$ cat config.mk
export PLATFORM = sky130hd
export DESIGN_NAME = homing_sequencer
export DESIGN_NICKNAME = d
export VERILOG_FILES = /design/src/rtl/hs_pkg.sv /design/src/rtl/hs_rise_detect.sv /design/src/rtl/hs_period_counter.sv /design/src/rtl/homing_sequencer.sv
export SDC_FILE = /design/constraint.sdc
export NUM_CORES = 1
export LEC_CHECK = 0
export ABC_AREA = 1
export BUFFER_PORTS_ARGS = -buffer_cell sky130_fd_sc_hd__buf_2
export CAP_MARGIN = 30
export CORE_MARGIN = 3
export CORE_UTILIZATION = 40
export CTS_CLUSTER_SIZE = 20
export DETAILED_ROUTE_END_ITERATION = 6
export PLACE_DENSITY = 0.61
export SLEW_MARGIN = 40
export SYNTH_ARGS = -nofsm -noshare
export SYNTH_HDL_FRONTEND = slang
export SYNTH_HIERARCHICAL = 1
export SYNTH_SLANG_ARGS = --single-unit
$ cat constraint.sdc
create_clock -name clk -period 4.9 [get_ports clk]
set_input_delay 0.735 -clock clk [delete_from_list [all_inputs] [get_ports clk]]
set_output_delay 0.735 -clock clk [all_outputs]
set_load 0.01 [all_outputs]
$ cat src/rtl/hs_pkg.sv
// Package hs_pkg
// Shared types for the homing sequencer.
package hs_pkg;
    typedef enum logic [2:0] {
        HS_IDLE    = 3'd0,
        HS_OUT     = 3'd1,
        HS_PAUSE   = 3'd2,
        HS_BACK    = 3'd3,
        HS_STANDBY = 3'd4
    } hs_state_e;
endpackage

$ cat src/rtl/hs_rise_detect.sv
// Module hs_rise_detect
// Produces a one-cycle pulse when a level input changes from 0 to 1.
// Assumes the input is already synchronous to clk.
module hs_rise_detect (
    input  logic clk,
    input  logic rst_n,
    input  logic level,
    output logic rise
);
    logic level_q;

    // Hold the previous level of the input.
    always_ff @(posedge clk) begin
        if (!rst_n) level_q <= 1'b0;
        else        level_q <= level;
    end

    assign rise = level & ~level_q;

    p_single_pulse_r1: assert property (@(posedge clk) disable iff (!rst_n)
        rise |=> !rise);
endmodule

$ cat src/rtl/hs_period_counter.sv
// Module hs_period_counter
// Counts the step periods left in the current phase.
// The counter is loaded at phase entry and decremented on each tick.
// Assumes the controller only ticks while a phase is running.
module hs_period_counter #(
    parameter int CW = 4
) (
    input  logic          clk,
    input  logic          rst_n,
    input  logic          clear,
    input  logic          load,
    input  logic [CW-1:0] load_val,
    input  logic          tick,
    output logic [CW-1:0] count,
    output logic          last
);
    // Remaining-period register: clear has priority, then load, then tick.
    always_ff @(posedge clk) begin
        if (!rst_n)     count <= '0;
        else if (clear) count <= '0;
        else if (load)  count <= load_val;
        else if (tick)  count <= count - 1'b1;
    end

    assign last = (count == {{(CW-1){1'b0}}, 1'b1});

    p_no_underflow_r3: assert property (@(posedge clk) disable iff (!rst_n)
        tick |-> (count != '0));
endmodule

$ cat src/rtl/homing_sequencer.sv
// Module homing_sequencer
// Runs the power-up routine: an outgoing move, a fixed pause, then a return
// move in the opposite direction, followed by standby.
// Assumes the generator returns exactly one period_done pulse for each strobe.
module homing_sequencer
    import hs_pkg::*;
#(
    parameter int CNT_W        = 4,
    parameter int WAIT_PERIODS = 4
) (
    input  logic             clk,
    input  logic             rst_n,
    input  logic             en,
    input  logic             dir_sel,
    input  logic             seq_enable,
    input  logic [CNT_W-1:0] init_count,
    input  logic [CNT_W-1:0] ret_count,
    input  logic             period_done,
    output logic             step_start,
    output logic             step_dir,
    output logic             drive_en,
    output logic             busy
);
    localparam int WAIT_W = $clog2(WAIT_PERIODS + 1);
    localparam int CW     = (CNT_W > WAIT_W) ? CNT_W : WAIT_W;
    localparam logic [CW-1:0] WAIT_VAL = CW'(WAIT_PERIODS);

    hs_state_e       state_q, state_d;
    logic            dir_q;
    logic            start_q, start_d;
    logic            rise;
    logic            cnt_clear, cnt_load, cnt_tick, cnt_last;
    logic [CW-1:0]   cnt_val, cnt_q;
    logic            running;

    hs_rise_detect i_rise (
        .clk   (clk),
        .rst_n (rst_n),
        .level (en),
        .rise  (rise)
    );

    hs_period_counter #(.CW(CW)) i_cnt (
        .clk      (clk),
        .rst_n    (rst_n),
        .clear    (cnt_clear),
        .load     (cnt_load),
        .load_val (cnt_val),
        .tick     (cnt_tick),
        .count    (cnt_q),
        .last     (cnt_last)
    );

    assign running  = (state_q == HS_OUT) || (state_q == HS_PAUSE) || (state_q == HS_BACK);
    assign cnt_tick = en && running && period_done;

    // Next-state logic: phase handover, counter loads and strobe requests.
    always_comb begin
        state_d   = state_q;
        start_d   = 1'b0;
        cnt_clear = 1'b0;
        cnt_load  = 1'b0;
        cnt_val   = '0;
        if (!en) begin
            state_d   = HS_IDLE;
            cnt_clear = 1'b1;
        end else begin
            unique case (state_q)
                HS_IDLE: begin
                    if (rise) begin
                        if (!seq_enable) begin
                            state_d = HS_STANDBY;
                        end else if (init_count != '0) begin
                            state_d  = HS_OUT;
                            cnt_load = 1'b1;
                            cnt_val  = CW'(init_count);
                            start_d  = 1'b1;
                        end else begin
                            state_d  = HS_PAUSE;
                            cnt_load = 1'b1;
                            cnt_val  = WAIT_VAL;
                            start_d  = 1'b1;
                        end
                    end
                end
                HS_OUT: begin
                    if (cnt_tick) begin
                        start_d = 1'b1;
                        if (cnt_last) begin
                            state_d  = HS_PAUSE;
                            cnt_load = 1'b1;
                            cnt_val  = WAIT_VAL;
                        end
                    end
                end
                HS_PAUSE: begin
                    if (cnt_tick) begin
                        if (!cnt_last) begin
                            start_d = 1'b1;
                        end else if (ret_count != '0) begin
                            state_d  = HS_BACK;
                            cnt_load = 1'b1;
                            cnt_val  = CW'(ret_count);
                            start_d  = 1'b1;
                        end else begin
                            state_d   = HS_STANDBY;
                            cnt_clear = 1'b1;
                        end
                    end
                end
                HS_BACK: begin
                    if (cnt_tick) begin
                        if (cnt_last) begin
                            state_d   = HS_STANDBY;
                            cnt_clear = 1'b1;
                        end else begin
                            start_d = 1'b1;
                        end
                    end
                end
                default: state_d = state_q;
            endcase
        end
    end

    // State and strobe registers.
    always_ff @(posedge clk) begin
        if (!rst_n) begin
            state_q <= HS_IDLE;
            start_q <= 1'b0;
        end else begin
            state_q <= state_d;
            start_q <= start_d;
        end
    end

    // Capture the outgoing direction when the routine starts.
    always_ff @(posedge clk) begin
        if (!rst_n)                        dir_q <= 1'b0;
        else if (state_q == HS_IDLE && rise) dir_q <= dir_sel;
    end

    assign step_start = start_q;
    assign busy       = running;
    assign drive_en   = (state_q == HS_OUT) || (state_q == HS_BACK);
    assign step_dir   = (state_q == HS_BACK) ? ~dir_q : dir_q;

    p_start_r1: assert property (@(posedge clk) disable iff (!rst_n)
        ($rose(en) && seq_enable) |=> (busy && step_start));

    p_seq_off_r7: assert property (@(posedge clk) disable iff (!rst_n)
        ($rose(en) && !seq_enable) |=> (!busy && !step_start));

    p_abort_r8: assert property (@(posedge clk) disable iff (!rst_n)
        !en |=> (!busy && !drive_en && !step_start));

    p_strobe_busy_r6: assert property (@(posedge clk) disable iff (!rst_n)
        step_start |-> busy);

    p_dir_hold_r2: assert property (@(posedge clk) disable iff (!rst_n)
        (busy && $past(busy)) |-> $stable(dir_q));
endmodule

; ---- Word level (Yosys, flattened, before mapping)
; Index checks and enable logic that the tools add are counted.
[classes]
add_sub_neg = 1
multipliers = 0
n_div = 0
order_cmp = 0
n_eq_ne = 11
shift = 0
n_mux = 44
bitwise_logic = 4
n_reduce_logical = 14
[op_table]
columns = cell, n
row1 = 4-bit 2-to-1 mux, 9
row2 = 3-bit 2-to-1 mux, 11
row3 = 1-bit 2-to-1 mux, 18
row4 = 2-bit != test (second input constant), 7
row5 = 3-bit one-hot mux with 4 select lines, 1
row6 = 4-bit one-hot mux with 3 select lines, 1
row7 = 4-bit nonzero test, 3
row8 = 8-bit AND reduction, 1
row9 = 3-bit by 2-bit equality test with 1-bit output (second input constant), 2
row10 = 4-bit by 1-bit equality test with 1-bit output (second input constant), 1
row11 = 1-bit one-hot mux with 4 select lines, 1
row12 = 4-bit by 1-bit subtractor with 4-bit output (second input constant), 1
row13 = 3-bit by 1-bit equality test with 1-bit output (second input constant), 1
row14 = 1-bit logical AND, 3
row15 = 3-bit zero test, 1
row16 = 1-bit logical OR, 3
row17 = 1-bit inverter, 3
row18 = 1-bit one-hot mux with 3 select lines, 1
row19 = 2-bit 2-to-1 mux, 1
row20 = 1-bit one-hot mux with 2 select lines, 1
row21 = 2-bit AND reduction, 1
row22 = 2-bit nonzero test, 1
row23 = 2-bit OR reduction, 1
row24 = 1-bit bitwise AND, 1
[word_totals]
regBits = 10
latchBits = 0
ramBits = 0
romBits = 0
wordCells = 79
n_memories = 0

; ---- Longest topological paths before layout
; Gate-level depths: netlist of run 1.
[depth]
depth_word = 9
mapped_depth = 13
ltp_nobuf = 13

; ---- Modules after synthesis
; The synthesis of run 1 kept the hierarchy.
[by_module_without_submodules]
columns = module, n_inst, cells_per_inst, area_each_um2, seq_area_each_um2
row1 = homing_sequencer, 1, 82, 480.5, 100.1
row2 = hs_period_counter, 1, 38, 252.7, 80.1
row3 = hs_rise_detect, 1, 5, 37.5, 20.0

; ---- Least setup slack after synthesis of run 1
; Ideal clock, no wire load.
[synth_path]
path_type = input port to flip-flop
from = input port period_done
to = register i_cnt.count[1]
t_arrival_ps = 1821
slack_ps = 2966
path_stages = 11
n_path_buf = 0
path_cell_list = nand3_1 -> nor2_4 -> nand2_4 -> inv_1 -> a21oi_1 -> nor2_1 -> nor2_2 -> nand2_1 -> nand2_1 -> o21ai_1 -> inv_1
[synth_via]
elab_chain_len = 5
[synth_rtl]
columns = element, line_no
row1 = from (decl), homing_sequencer.sv:18  ; input logic period_done,
row2 = 1-bit logical AND (*), homing_sequencer.sv:55  ; assign cnt_tick = en && running && period_done;
row3 = via cnt_tick, homing_sequencer.sv:32  ; logic cnt_clear, cnt_load, cnt_tick, cnt_last;
row4 = 1-bit 2-to-1 mux (on tied branches), "homing_sequencer.sv:97, homing_sequencer.sv:87"
row5 = 1-bit one-hot mux with 3 select lines (*), homing_sequencer.sv:68  ; unique case (state_q)
row6 = 1-bit 2-to-1 mux (*), homing_sequencer.sv:64  ; if (!en) begin
row7 = via cnt_load, homing_sequencer.sv:32
row8 = 4-bit 2-to-1 mux / 2-bit nonzero test (equally long branches), -
row9 = to (signal assigned), hs_period_counter.sv:21  ; else if (load) count <= load_val;
row10 = to (signal assigned), hs_period_counter.sv:22  ; else if (tick) count <= count - 1'b1;
row11 = to (decl), hs_period_counter.sv:14  ; output logic [CW-1:0] count,
; Mark *: on every way through the listed nets, which the timed path passes. The rest lies on a longest branch.
; A chain may end at the register's enable or synchronous reset.

; ---- Final worst setup path of run 1
[layout_path]
from = register state_q[0]
to = output port step_dir
[layout_via]
elab_chain_len = 2
[layout_rtl]
columns = element, line_no
row1 = from (decl), homing_sequencer.sv:28  ; hs_state_e state_q, state_d;
row2 = from (signal assigned), homing_sequencer.sv:132  ; state_q <= state_d;
row3 = 3-bit by 2-bit equality test with 1-bit output, homing_sequencer.sv:146  ; assign step_dir = (state_q == HS_BACK) ? ~dir_q : dir_q;
row4 = 1-bit 2-to-1 mux, homing_sequencer.sv:146
row5 = to (decl), homing_sequencer.sv:20  ; output logic step_dir,
; Every way passes these cells.

==> flow_metrics.tcl, run 1 <==
set metrics [dict create \
    rsz0062_at_grt "no" \
    clk_latency_ns 0.26 \
    cts_root_buf "clkbuf_4" \
    status "complete, no violations" \
    grt_usage_pct 15.5 \
    wl_per_cell_um 10.1 \
    grt_max_degree 8 \
    cts_buffer_depth 2 \
    cts_inserted_buffers 3 \
    pwr_density_cell_nw_per_um2 220 \
    arrival_ns 1.33 \
    grt_overflow 0 \
    critPathMaxFanout 5 \
    fp-row-count 15 \
    seqPwrFrac_pct 42.7 \
    port_buffers 17 \
    min_period_over_period_pct 42.2 \
    p_leak_nw 0.468 \
    worst_pin_slew_ns 0.429 \
    antenna_found_initial 0 \
    postSynthAreaPerCell_um2 6.17 \
    fin_crit_ns 2.07 \
    fin_nets 163 \
    holdWs_ns 0.468 \
    ir_drop_uv 132 \
    syn-cell-area_um2 771 \
    ctsHoldBuffers 0 \
    h-tree-depth 1 \
    max_cap_violations 0 \
    start_util_pct 43.7 \
    drtPass1Iterations 6 \
    diodes 0 \
    crit_path_end_kind "output port" \
    fmax_mhz 484 \
    routed_via_density 4.78 \
    clkPwrFrac_pct 37.4 \
    p_int_uw 144 \
    p_switching_uw 58.6 \
    fin_skew_ns 0.00158 \
    cts_resized 0 \
    dieArea_um2 2490 \
    pwr-share-comb_pct 19.9 \
    finalHoldViolations 0 \
    fin_ws_ns 2.83 \
    wl_um 1730 \
    fp.dieW_um 49.9 \
    pin_count 18 \
    ant_nets 0 \
    slew_violations 0 \
    synthCells 125 \
    core_area_um2 1760 \
    syn-num-nets 141 \
    ys_types 20 \
    die_y_um 49.9 \
    cts_tree "built" \
    hold_path.class "register to register" \
    reg2reg_setup_slack_ns 2.93 \
    path_class "register to output port" \
    setup_viol_count_final 0 \
    vias 818 \
    area_growth_pct 19.8 \
    slew-limit-headroom_pct 71.3 \
    route.detailed.drc 0 \
    min_path_cells 1 \
    clkSlewWorstSetupHoldPaths_ns 0.07 \
    gp_congestion 0.836 \
    place_hpwl_um 1430 \
    drive_gt1_share_pct 26.0 \
    grt_pass1_vias 711 \
    critical_path_required_ns 4.16 \
    swShare_pct 28.9 \
    cts_sinks 10 \
    tns_ns 0 \
    grt_pass1_wl_um 3060 \
    synth-seq-cells 10 \
    post-place-ws_ns 2.65 \
    n_fill_cell 210 \
    drt_iter0_drc 18 \
    rr_worst_depth 13 \
    yosysSeqAreaShare_pct 26.0 \
    start_kind "register" \
    synth_warnings 6 \
    cts_setup_buffers 0 \
]
[metrics by stage]
| stage | instance area, µm² | power (mW) | instances | util, % |
|---|---|---|---|---|
| detailed placement | 887 | 0.129 | 167 | 50.3 |
| CTS | 923 | 0.206 | 171 | 52.3 |
| global route | 923 | 0.218 | 171 | 52.3 |
| global placement | 887 | 0.129 | 167 | 50.3 |
| finish | 923 | 0.203 | 171 | 52.3 |
| floorplan | 771 | 0.115 | 125 | - |
[metal layers]
metal	up-vias	global-route usage (%)	wire (µm)
met1	355	23.9	930
met2	30	21.4	658
met3	2	2.11	123
met5	-	0	0
met4	0	5.53	14
li1	431	-	-
[registers in the layout, indices dropped and copies added (netlist names)]
register and cells:
state_q 3, i_rise/level_q 1, dir_q 1, i_cnt/count 4
step_start 1
[area by class of cell]
class | instances | area [µm²] | share of cell area [%]
clock buffers | 4 | 36.3 | 3.93
multi-input cells | 94 | 492 | 53.3
flip-flops and latches | 10 | 200 | 21.7
inverters | 21 | 78.8 | 8.54
well taps | 25 | 31.3 | 3.39
repair buffers | 17 | 85.1 | 9.21
[final timing paths]
check / from / endpoint
max: state_q[0] / step_dir
min: i_cnt/count[0] / i_cnt/count[0]
max reg2reg: i_cnt/count[1] / i_cnt/count[1]
min reg2reg: i_cnt/count[0] / i_cnt/count[0]
[cell usage in the layout, fill, tap and decap left out, drive strengths merged]
cell	count
nand2	40
nor2	23
inv	21
buf	17
a21oi	12
dfxtp	10
nand3	7
o21ai	4
clkbuf	4
xor2	2
a22oi	2
ha	2
nor3	1
o211ai	1
[power groups by stage]
| stage | Clock [mW] | Combinational, mW | Sequential, mW |
|---|---|---|---|
| 2_1_floorplan | 0 | 0.0269 | 0.0883 |
| 3_3_place_gp | 0 | 0.0401 | 0.0887 |
| 3_5_place_dp | 0 | 0.0402 | 0.0887 |
| 4_1_cts | 0.0783 | 0.0404 | 0.0868 |
| 5_1_grt | 0.0840 | 0.0464 | 0.0871 |
| 6_report | 0.0760 | 0.0403 | 0.0868 |
[cells by family after synthesis]
logic type	count (synthesis)	synth area share, %
flops	10	26.0
simple gates	71	44.0
buf+inv	21	10.2
fa+ha+maj	2	3.25
compound gates	19	14.3
xor+xnor	2	2.27
[Yosys cell counts, drive strengths merged]
library cell	number	area, µm²
a21oi	12	67.6
a22oi	2	15.0
dfxtp	10	200
ha	2	25.0
inv	21	78.8
nand2	40	168
nand3	7	40.0
nor2	23	126
nor3	1	5.00
o211ai	1	7.51
o21ai	4	20.0
xor2	2	17.5
[worst max-delay path, stage by stage, from the launching register on]
cell	delay (ns)
dfxtp_1	0.45
inv_1	0.08
nor2_2	0.17
nand2_2	0.09
xor2_1	0.15
buf_2	0.14
(Power assumes the default switching activity.)
==> inputs of run 2 (changes only) <==
- clock period: 4.9 -> 2.04 ns (I/O delays scaled with it)
==> run 2 against run 1 <==
Power increased by 120%. Utilization down 0.64 points. Setup slack got worse by 2.6 ns. Sequential power grew 140%. Sequential share of layout area grew 0.27 points. Combinational power increased by 140%. Register-to-register slack got worse by 2.7 ns. Clock skew about the same. Largest power group unchanged. Highest routed layer unchanged.
==> flow_metrics.tcl, run 2 (synthesized netlist as in run 1, its figures left out) <==
set metrics [dict create \
    vias 809 \
    h-tree-depth 1 \
    slew_violations 0 \
    area_growth_pct 18.3 \
    pwr_density_cell_nw_per_um2 485 \
    cts_buffer_depth 2 \
    port_buffers 17 \
    fin_skew_ns 0.00194 \
    worst_pin_slew_ns 0.354 \
    path_class "register to register" \
    fmax_mhz 560 \
    p_total_uw 442 \
    cts_tree "built" \
    critical_path_required_ns 2.20 \
    fin_crit_ns 1.79 \
    drtPass1Iterations 4 \
    core_area_um2 1760 \
    gp_congestion 0.843 \
    grt_overflow 0 \
    finalHoldViolations 0 \
    cts_setup_buffers 0 \
    crit_path_end_kind "register" \
    p_leak_nw 0.461 \
    cts_root_buf "clkbuf_4" \
    placedCellCount 167 \
    antenna_found_initial 0 \
    cts_sinks 10 \
    clk_latency_ns 0.26 \
    rsz0062_at_grt "no" \
    regMostFlops "i_cnt/count" \
    instances_no_fill 170 \
    setup_viol_count_final 0 \
    ant_nets 0 \
    ir_drop_uv 301 \
    largest_registers "i_cnt/count: 4 flops, state_q: 3 flops" \
    start_kind "register" \
    n_fill_cell 211 \
    fp.dieW_um 49.9 \
    diodes 0 \
    slew-limit-headroom_pct 76.4 \
    grt_pass1_vias 712 \
    grt_pass1_wl_um 3060 \
    wl_per_cell_um 10.5 \
    utilization_pct 51.7 \
    place_hpwl_um 1530 \
    route.detailed.drc 0 \
    wl_um 1780 \
    clkSlewWorstSetupHoldPaths_ns 0.07 \
    critPathMaxFanout 7 \
    cts_inserted_buffers 3 \
    dieArea_um2 2490 \
    grt_usage_pct 15.7 \
    layout_commonest_cell "nand2_1" \
    drt_iter0_drc 17 \
    arrival_ns 1.94 \
    hold_path.class "input port to register" \
    die_y_um 49.9 \
    grt_max_degree 8 \
    max_cap_violations 0 \
    final_cell_mix "nand2_1, inv_1, buf_2" \
    largest_reg_flops 4 \
    fp-row-count 15 \
    status "complete, no violations" \
    fin_nets 163 \
    min_period_over_period_pct 87.6 \
    routed_via_density 4.76 \
    start_util_pct 43.7 \
    tns_ns 0 \
    drive_gt1_share_pct 26.2 \
    pin_count 18 \
]
[run 2: changes by cell type in the layout (fill, tap and decap cells not counted), sizes merged]
| cell | previous run | this run |
|---|---|---|
| clkbuf | 4 | 3 |
[run 2: path summary, 6_finish.rpt]
check	startpoint	endpoint	slack, ns	depth (start not counted)
min	rst_n	i_rise/level_q	0.29	3
max	i_cnt/count[1]	i_cnt/count[1]	0.25	13
max reg2reg	i_cnt/count[1]	i_cnt/count[1]	0.25	13
min reg2reg	dir_q	dir_q	0.48	2
[run 2: per-stage QoR]
step                      setup slack, ns  hold slack (ns)  instance area, µm²
after CTS                           0.141            0.282                 910
after global routing               0.0398            0.291                 912
final                               0.253            0.287                 912
after global placement              0.234            0.450                 887
after detailed placement            0.149            0.477                 887
after floorplan                     0.358            0.399                 771
[run 2: per-layer routing]
| metal | share of wire [%] | routed length (µm) | GRT usage [%] | vias to the layer above |
|---|---|---|---|---|
| met2 | 44 | 781 | 24.7 | 26 |
| met4 | 0.79 | 14 | 5.53 | 0 |
| li1 | - | - | - | 431 |
| met1 | 48 | 861 | 21.2 | 350 |
| met3 | 6.9 | 122 | 2.72 | 2 |
| met5 | 0 | 0 | 0 | - |
[run 2: cell type report]
cell class	instances	area [µm²]	share of cell area, %
Sequential cell	10	200	21.9
Multi-Input combinational cell	94	494	54.2
Tap cell	25	31.3	3.43
Timing Repair Buffer	17	85.1	9.33
Clock buffer	3	22.5	2.47
Inverter	21	78.8	8.64
[run 2: report_power, final]
part | internal, mW | switching, mW | leakage (nW)
Sequential | 0.202 | 0.00674 | 0.0814
Clock | 0.0680 | 0.0675 | 0.0138
Combinational | 0.0369 | 0.0609 | 0.366
[run 2: worst max-delay path, stage by stage, from the launching register on]
cell and delay, ns:
dfxtp_1 0.33, inv_1 0.09, ha_1 0.14, nand2_1 0.05
nor2_1 0.20, nand2_4 0.11, inv_1 0.08, a21oi_1 0.07
nor2_2 0.23, nor2_2 0.10, nand2_1 0.07, nand2_1 0.04
o21ai_1 0.13, inv_1 0.05
[run 2: timing repair]
item                                    in CTS  in global routing
endpoints found under the hold margin        0                  0
hold buffers                                 0                  0
endpoints found under the setup margin       0                  4
resized for setup                            0                  1
